File: src/rtl/alu_stage_pkg.sv
package alu_stage_pkg;

  typedef enum logic [2:0] {
    OP_ADD  = 3'd0,
    OP_SUB  = 3'd1,
    OP_RSUB = 3'd2,
    OP_OR   = 3'd3,
    OP_AND  = 3'd4,
    OP_ANDN = 3'd5,
    OP_XOR  = 3'd6,
    OP_XNOR = 3'd7
  } alu_op_e;

  typedef enum logic [1:0] {
    SEL_ZERO = 2'd0,
    SEL_ONE  = 2'd1,
    SEL_REG  = 2'd2,
    SEL_AUX  = 2'd3
  } opnd_sel_e;

endpackage

File: src/rtl/operand_mux.sv
module operand_mux
  import alu_stage_pkg::*;
#(
  parameter int unsigned W = 8
) (
  input  logic [1:0]   sel_i,
  input  logic [W-1:0] reg_i,
  input  logic [W-1:0] aux_i,
  output logic [W-1:0] opnd_o
);

  localparam logic [W-1:0] ONE = W'(1);

  always_comb begin
    unique case (opnd_sel_e'(sel_i))
      SEL_ZERO: opnd_o = '0;
      SEL_ONE:  opnd_o = ONE;
      SEL_REG:  opnd_o = reg_i;
      default:  opnd_o = aux_i;
    endcase
  end

endmodule

File: src/rtl/alu_core.sv
module alu_core
  import alu_stage_pkg::*;
#(
  parameter int unsigned W = 8
) (
  input  logic [W-1:0] a_i,
  input  logic [W-1:0] b_i,
  input  logic [2:0]   op_i,
  input  logic         carry_i,
  output logic [W-1:0] f_o,
  output logic         co_o,
  output logic         ovf_o,
  output logic         n_o,
  output logic         z_o
);

  localparam int unsigned MSB = W - 1;

  alu_op_e      op;
  logic [W-1:0] add_x, add_y, lo_sum, arith;
  logic [1:0]   hi_sum;
  logic         c_into_msb, c_out, is_arith;

  assign op = alu_op_e'(op_i);
  assign is_arith = (op == OP_ADD) || (op == OP_SUB) || (op == OP_RSUB);

  // subtrahend inverted, carry-in doubles as no-borrow
  always_comb begin
    unique case (op)
      OP_SUB:  begin add_x = a_i;  add_y = ~b_i; end
      OP_RSUB: begin add_x = b_i;  add_y = ~a_i; end
      default: begin add_x = a_i;  add_y = b_i;  end
    endcase
  end

  // split adder exposes the carry into the msb for overflow
  assign lo_sum     = {1'b0, add_x[MSB-1:0]} + {1'b0, add_y[MSB-1:0]}
                    + {{(W-1){1'b0}}, carry_i};
  assign c_into_msb = lo_sum[MSB];
  assign hi_sum     = {1'b0, add_x[MSB]} + {1'b0, add_y[MSB]} + {1'b0, c_into_msb};
  assign c_out      = hi_sum[1];
  assign arith      = {hi_sum[0], lo_sum[MSB-1:0]};

  always_comb begin
    unique case (op)
      OP_OR:   f_o = a_i | b_i;
      OP_AND:  f_o = a_i & b_i;
      OP_ANDN: f_o = ~a_i & b_i;
      OP_XOR:  f_o = a_i ^ b_i;
      OP_XNOR: f_o = ~(a_i ^ b_i);
      default: f_o = arith;
    endcase
  end

  assign co_o  = is_arith & c_out;
  assign ovf_o = is_arith & (c_out ^ c_into_msb);
  assign n_o   = f_o[MSB];
  assign z_o   = (f_o == '0);

endmodule

File: src/rtl/acc_reg.sv
module acc_reg #(
  parameter int unsigned W = 8
) (
  input  logic         clk_i,
  input  logic         rst_ni,
  input  logic         load_i,
  input  logic [W-1:0] d_i,
  output logic [W-1:0] q_o
);

  always_ff @(posedge clk_i or negedge rst_ni) begin
    if (!rst_ni)     q_o <= '0;
    else if (load_i) q_o <= d_i;
  end

endmodule

File: src/rtl/alu_stage.sv
module alu_stage #(
  parameter int unsigned W = 8
) (
  input  logic         clk_i,
  input  logic         rst_ni,
  input  logic [1:0]   a_sel_i,
  input  logic [1:0]   b_sel_i,
  input  logic [2:0]   op_i,
  input  logic         carry_i,
  input  logic         load_i,
  input  logic [W-1:0] q_i,
  input  logic [W-1:0] m_i,
  input  logic [W-1:0] ext_i,
  output logic [W-1:0] result_o,
  output logic [W-1:0] acc_o,
  output logic         carry_o,
  output logic         ovf_o,
  output logic         neg_o,
  output logic         zero_o
);

  logic [W-1:0] opnd_a, opnd_b;

  operand_mux #(.W(W)) u_mux_a (
    .sel_i  (a_sel_i),
    .reg_i  (q_i),
    .aux_i  (acc_o),
    .opnd_o (opnd_a)
  );

  operand_mux #(.W(W)) u_mux_b (
    .sel_i  (b_sel_i),
    .reg_i  (m_i),
    .aux_i  (ext_i),
    .opnd_o (opnd_b)
  );

  alu_core #(.W(W)) u_alu (
    .a_i     (opnd_a),
    .b_i     (opnd_b),
    .op_i    (op_i),
    .carry_i (carry_i),
    .f_o     (result_o),
    .co_o    (carry_o),
    .ovf_o   (ovf_o),
    .n_o     (neg_o),
    .z_o     (zero_o)
  );

  acc_reg #(.W(W)) u_acc (
    .clk_i  (clk_i),
    .rst_ni (rst_ni),
    .load_i (load_i),
    .d_i    (result_o),
    .q_o    (acc_o)
  );

endmodule

File: config.mk
export PLATFORM = sky130hd
export DESIGN_NAME = alu_stage
export DESIGN_NICKNAME = d
export VERILOG_FILES = /design/src/rtl/alu_stage_pkg.sv /design/src/rtl/operand_mux.sv /design/src/rtl/alu_core.sv /design/src/rtl/acc_reg.sv /design/src/rtl/alu_stage.sv
export SDC_FILE = /design/constraint.sdc
export NUM_CORES = 1
export LEC_CHECK = 0
export BUFFER_PORTS_ARGS = -buffer_cell sky130_fd_sc_hd__buf_4
export CAP_MARGIN = 20
export CORE_ASPECT_RATIO = 1.25
export CORE_UTILIZATION = 44
export CTS_CLUSTER_DIAMETER = 50
export CTS_CLUSTER_SIZE = 14
export DETAILED_ROUTE_END_ITERATION = 6
export PLACE_DENSITY = 0.71
export SLEW_MARGIN = 25
export SYNTH_ARGS = -nofsm -noshare
export SYNTH_HDL_FRONTEND = slang
export SYNTH_SLANG_ARGS = --single-unit
File: constraint.sdc
create_clock -name clk_i -period 3.9 [get_ports clk_i]
set_input_delay 0.195 -clock clk_i [delete_from_list [all_inputs] [get_ports clk_i]]
set_output_delay 0.195 -clock clk_i [all_outputs]
set_load 0.01 [all_outputs]
; Word-level counts from Yosys, hierarchy flattened
; Cells that the tools add are included.
[totals]
ff_bits = 8
word_cells = 37
[classes]
addsub = 4
eq_ne = 11
muxes = 5
bitwise = 10
reduce_logical = 6
[ops]
columns = op, n
row1 = case mux 8 bit (3 select lines), 2
row2 = case mux 8 bit (5 select lines), 1
row3 = inverter 8 bit, 3
row4 = bitwise AND 8 bit, 2
row5 = case mux 8 bit (2 select lines), 1
row6 = == test 3 bit (second input constant), 4
row7 = adder 7 x 7 -> 8 bit, 1
row8 = adder 8 x 1 -> 8 bit, 1
row9 = zero test 8 bit, 1
row10 = 2-to-1 mux 8 bit, 1
row11 = bitwise OR 8 bit, 1
row12 = XOR 8 bit, 1
row13 = == test 3 x 2 -> 1 bit (second input constant), 2
row14 = == test 2 x 1 -> 1 bit (second input constant), 2
row15 = == test 2 bit (second input constant), 2
row16 = zero test 2 bit, 2
row17 = == test 3 x 1 -> 1 bit (second input constant), 1
row18 = zero test 3 bit, 1
row19 = adder 1 x 1 -> 2 bit, 1
row20 = adder 2 x 1 -> 2 bit, 1
row21 = bitwise AND 1 bit, 2
row22 = logical OR 1 bit, 2
row23 = XOR 1 bit, 1

; Depth between registers and ports, before layout
[logic_depth]
ltp_word = 9
depth_mapped = 16

; By module
; From an unflattened synthesis, not the netlist that was laid out.
[hier_totals]
cells_unflattened = 263
area_unflattened_um2 = 1958.1
[modules_own_cells]
columns = module, n_inst, cells_each, area_each_um2, seq_area_each_um2
row1 = alu_core, 1, 210, 1346.3, 0.0
row2 = acc_reg, 1, 17, 331.6, 200.2
row3 = operand_mux, 2, 18, 140.1, 0.0

; Least setup slack after synthesis
; No wires, ideal clock.
[synth_path]
path_type = input to output
start = input port op_i[1]
end = output port zero_o
arrival_ns = 3.601
required_ns = 3.705
slack_ns = 0.104
stages = 15
path_buffers = 2
path_cell_list = buf_2 -> nor2b_1 -> nor2b_1 -> clkbuf_1 -> mux2i_1 -> fa_1 -> a211oi_1 -> nor2_1 -> o21ai_0 -> a21oi_1 -> fa_1 -> nand2_1 -> o311a_1 -> nand4_1 -> nor4_1
[synth_between]
elab_chain_cells = 7
[synth_rtl]
columns = item, line_no
row1 = start: declaration, alu_stage.sv:8  ; input logic [2:0] op_i,
row2 = == test 3 x 2 -> 1 bit / == test 3 x 1 -> 1 bit (equally long branches), alu_core.sv:29  ; unique case (op)
row3 = case mux 8 bit (2 select lines) / 2-to-1 mux 8 bit (equally long branches), alu_core.sv:29
row4 = adder 7 x 7 -> 8 bit, alu_core.sv:37  ; assign lo_sum = {1'b0, add_x[MSB-1:0]} + {1'b0, add_y[MSB-1:0]}
row5 = adder 8 x 1 -> 8 bit, alu_core.sv:38  ; + {{(W-1){1'b0}}, carry_i};
row6 = adder 2 x 1 -> 2 bit, alu_core.sv:40  ; assign hi_sum = {1'b0, add_x[MSB]} + {1'b0, add_y[MSB]} + {1'b0, c_into_msb};
row7 = case mux 8 bit (5 select lines) *, alu_core.sv:45  ; unique case (op)
row8 = zero test 8 bit *, alu_core.sv:58  ; assign z_o = (f_o == '0);
row9 = end: declaration, alu_stage.sv:19  ; output logic zero_o
; Every way passes the cells marked *; elsewhere a longest branch is shown, timed or not.

; Worst setup path in the final report
[layout_path]
start = register u_acc.q_o[1]
end = output port zero_o
[layout_between]
elab_chain_cells = 8
[layout_rtl]
columns = item, line_no
row1 = start: declaration, acc_reg.sv:8  ; output logic [W-1:0] q_o
row2 = start signal: assignment, acc_reg.sv:13  ; else if (load_i) q_o <= d_i;
row3 = case mux 8 bit (3 select lines) *, operand_mux.sv:15  ; unique case (opnd_sel_e'(sel_i))
row4 = inverter 8 bit, "alu_core.sv:31, alu_core.sv:48"
row5 = case mux 8 bit (2 select lines), alu_core.sv:29
row6 = adder 7 x 7 -> 8 bit, alu_core.sv:37
row7 = adder 8 x 1 -> 8 bit, alu_core.sv:38
row8 = adder 2 x 1 -> 2 bit, alu_core.sv:40
row9 = case mux 8 bit (5 select lines) *, alu_core.sv:45
row10 = zero test 8 bit *, alu_core.sv:58
; Marked as above.

==> flow_summary.toml <==
[timing]
tightest_slew_ps = 724
tns_ps = 0
final.min_clock_period_ps = 3690
finalSetupViolations = 0
hold_viol = 0
max_freq_mhz = 271
worst_hold_slack_ps = 256
fin_crit_sh_pct = 94.5
drv_slew = 0
rsz0062_at_grt = "false"
fin_worst_skew_ps = 1.61
slew-limit-headroom_pct = 51.7

[clock_tree]
root_buffer = "clkbuf_8"
clk_path_buf_depth = 2
clkSinkCount = 8
insertion_delay_ps = 230
cts_max_level = 1
cts_buffers = 3
path_clk_slew_ps = 40
cts_tree = "done"

[route]
initialDrtViolationCount = 104
ant_nets = 0
firstDrtPassIters = 4
num_vias = 1950
drc_errors = 0
wire_per_inst_um = 15.9
viasPerCell = 5.82
routed_wirelength_um = 5310

[synthesis]
syn_inst = 229
synth_flop_cell = "dfrtp_1"
synth_nets = 281
avgSynthCellArea_sq_um = 7.58
syn-cell-area_sq_um = 1740
yosysTopAreaCell = "dfrtp_1"
ys_ff_latch = 8
synth.top_cell.area_share_pct = 11.5
yosysSeqAreaShare_pct = 11.5
synthArstFlopShare_pct = 100
synth.distinct_cells = 44
synth_edf_count = 0
synth.area.top_cells = "dfrtp_1 12%, ha_1 10%, mux2_2 9.1%"
ys_warn_count = 0

[finish]
layout_common_cells = "66 x buf_4, 17 x nand2_1, 17 x nor2_1, 14 x mux2_2, 14 x ha_1"
largestRegisters = "u_acc.q_o (8)"
fill_cells = 355
largest_reg_flops = 8
layout-drive-gt1-share_pct = 34.2
final_common_cell = "buf_4"
largest_register = "u_acc.q_o"
final_cell_area_sq_um = 2300
antenna_cells = 0
syn2layout_area_growth_pct = 32.7
multi_input_area_sq_um = 1460
seqCellArea_sq_um = 200
final_nets = 335

[place]
place_congestion = 0.950
io_buffers = 54
place_hpwl_um = 4200
dpl-instance-area_sq_um = 2210

[power_and_ir_drop]
p_per_area_nw_per_um2 = 297
ir_drop_mv = 0.261
leakage_nw = 1.04

[grt]
antenna_found_initial = 0
grt_pass1_wl_um = 8360
groute.usage.overall_pct = 25.6
grt_max_degree = 27
overflow = 0
first_global_vias = 1818

[die]
fp.dieH_um = 72.2
boundaryPins = 55
die_x_um = 58.2
start_util_pct = 45.9
rows = 25
die_area_sq_um = 4200
core_area_sq_um = 3780

[setup_path]
critPathMaxFanout = 4
path_class = "reg2out"
worstPathArrival_ps = 3490
cp-end-kind = "output port"
required_ps = 3700
start_kind = "register"

[flow_run]
cap_violations = 0

[worst_hold_path]
hold_class = "in2reg"

[run_status]
outcome = "complete, no violations"
## worst paths after layout
| check | start | endpoint | slack (ps) | cells after the start |
|---|---|---|---|---|
| worst max-delay path | u_acc.q_o[1] | zero_o | 210 | 15 |
| worst min-delay path | load_i | u_acc.q_o[2] | 260 | 2 |
| worst min register to register | u_acc.q_o[4] | u_acc.q_o[4] | 540 | 1 |
| worst max register to register | u_acc.q_o[0] | u_acc.q_o[6] | 660 | 12 |
| min in group asynchronous | rst_ni | u_acc.q_o[6] | 340 | 2 |
| max in group asynchronous | rst_ni | u_acc.q_o[0] | 3430 | 2 |
## report_power, final
group	internal, mW	total, mW	switching, mW
Sequential	0.102	0.116	0.0141
Clock	0.0669	0.0997	0.0329
Combinational	0.230	0.470	0.240
## stage by stage
stage	cells	setup slack [ps]	power [mW]	util, %
floorplan	229	104	0.401	-
global placement	330	158	0.565	58.5
detailed placement	330	163	0.567	58.5
CTS	334	4.29	0.673	60.0
global route	335	3.78	0.737	60.9
finish	335	214	0.686	60.9
## layer usage
| layer | GRT usage, % | vias up | routed length (um) |
|---|---|---|---|
| li1 | - | 959 | - |
| met1 | 33.6 | 912 | 2460 |
| met2 | 43.0 | 76 | 2540 |
| met3 | 3.92 | 3 | 278 |
| met4 | 7.94 | 0 | 36 |
| met5 | 0 | - | 0 |
## cell usage after synthesis (all sizes together) (2+ instances only)
library cell	instances
or3	3
a31oi	5
fa	3
xnor2	9
a31o	2
a21o	4
a21oi	14
nand2	18
mux2i	8
clkbuf	11
nor2b	5
a211oi	3
nor2	17
o211ai	2
dfrtp	8
nor3	2
buf	7
inv	9
nand3	6
o21ai	12
xor2	4
a22o	3
nand2b	7
mux2	14
o221ai	2
o22ai	11
a22oi	11
nand4	2
nor4	2
o311a	2
ha	14
## layout make-up
cell class,instances,share of cell area (%)
Inverter,9,1.47
Clock buffer,3,1.79
Sequential cell,8,8.69
Multi-Input combinational cell,194,63.2
Tap cell,54,2.93
Timing Repair Buffer,67,21.9
## worst max-delay path, cell delays in order, from the launching register on
cell and delay [ps]:
dfrtp_1 390, mux2_2 290, nand2_2 120, a22oi_1 120, o22ai_2 170, ha_1 280, a211oi_2 250, nor2_1 90
o21ai_1 160, a21oi_2 100, fa_1 480, nand2_1 70, o311a_1 220, nand4_1 140, nor4_2 200, buf_4 170
## repair_timing
item	in CTS	in global routing
hold endpoints to repair	8	0
pin swaps	0	5
hold buffers	1	0
resized for setup	1	8
setup endpoints to repair	1	1
setup buffers	0	1
## logic make-up (layout without fill, tap and decap cells)
kind of cell / after synthesis / count (layout) / synth area share [%]
AO/OA/AOI/OAI: 73 / 73 / 28.2
XOR/XNOR: 13 / 13 / 6.56
adder cells (fa/ha/maj): 17 / 17 / 13.5
buffers and inverters: 27 / 79 / 6.48
flip-flops: 8 / 8 / 11.5
multiplexers: 22 / 22 / 13.7
AND/OR/NAND/NOR: 69 / 69 / 20.0
(Power assumes the default switching activity.)
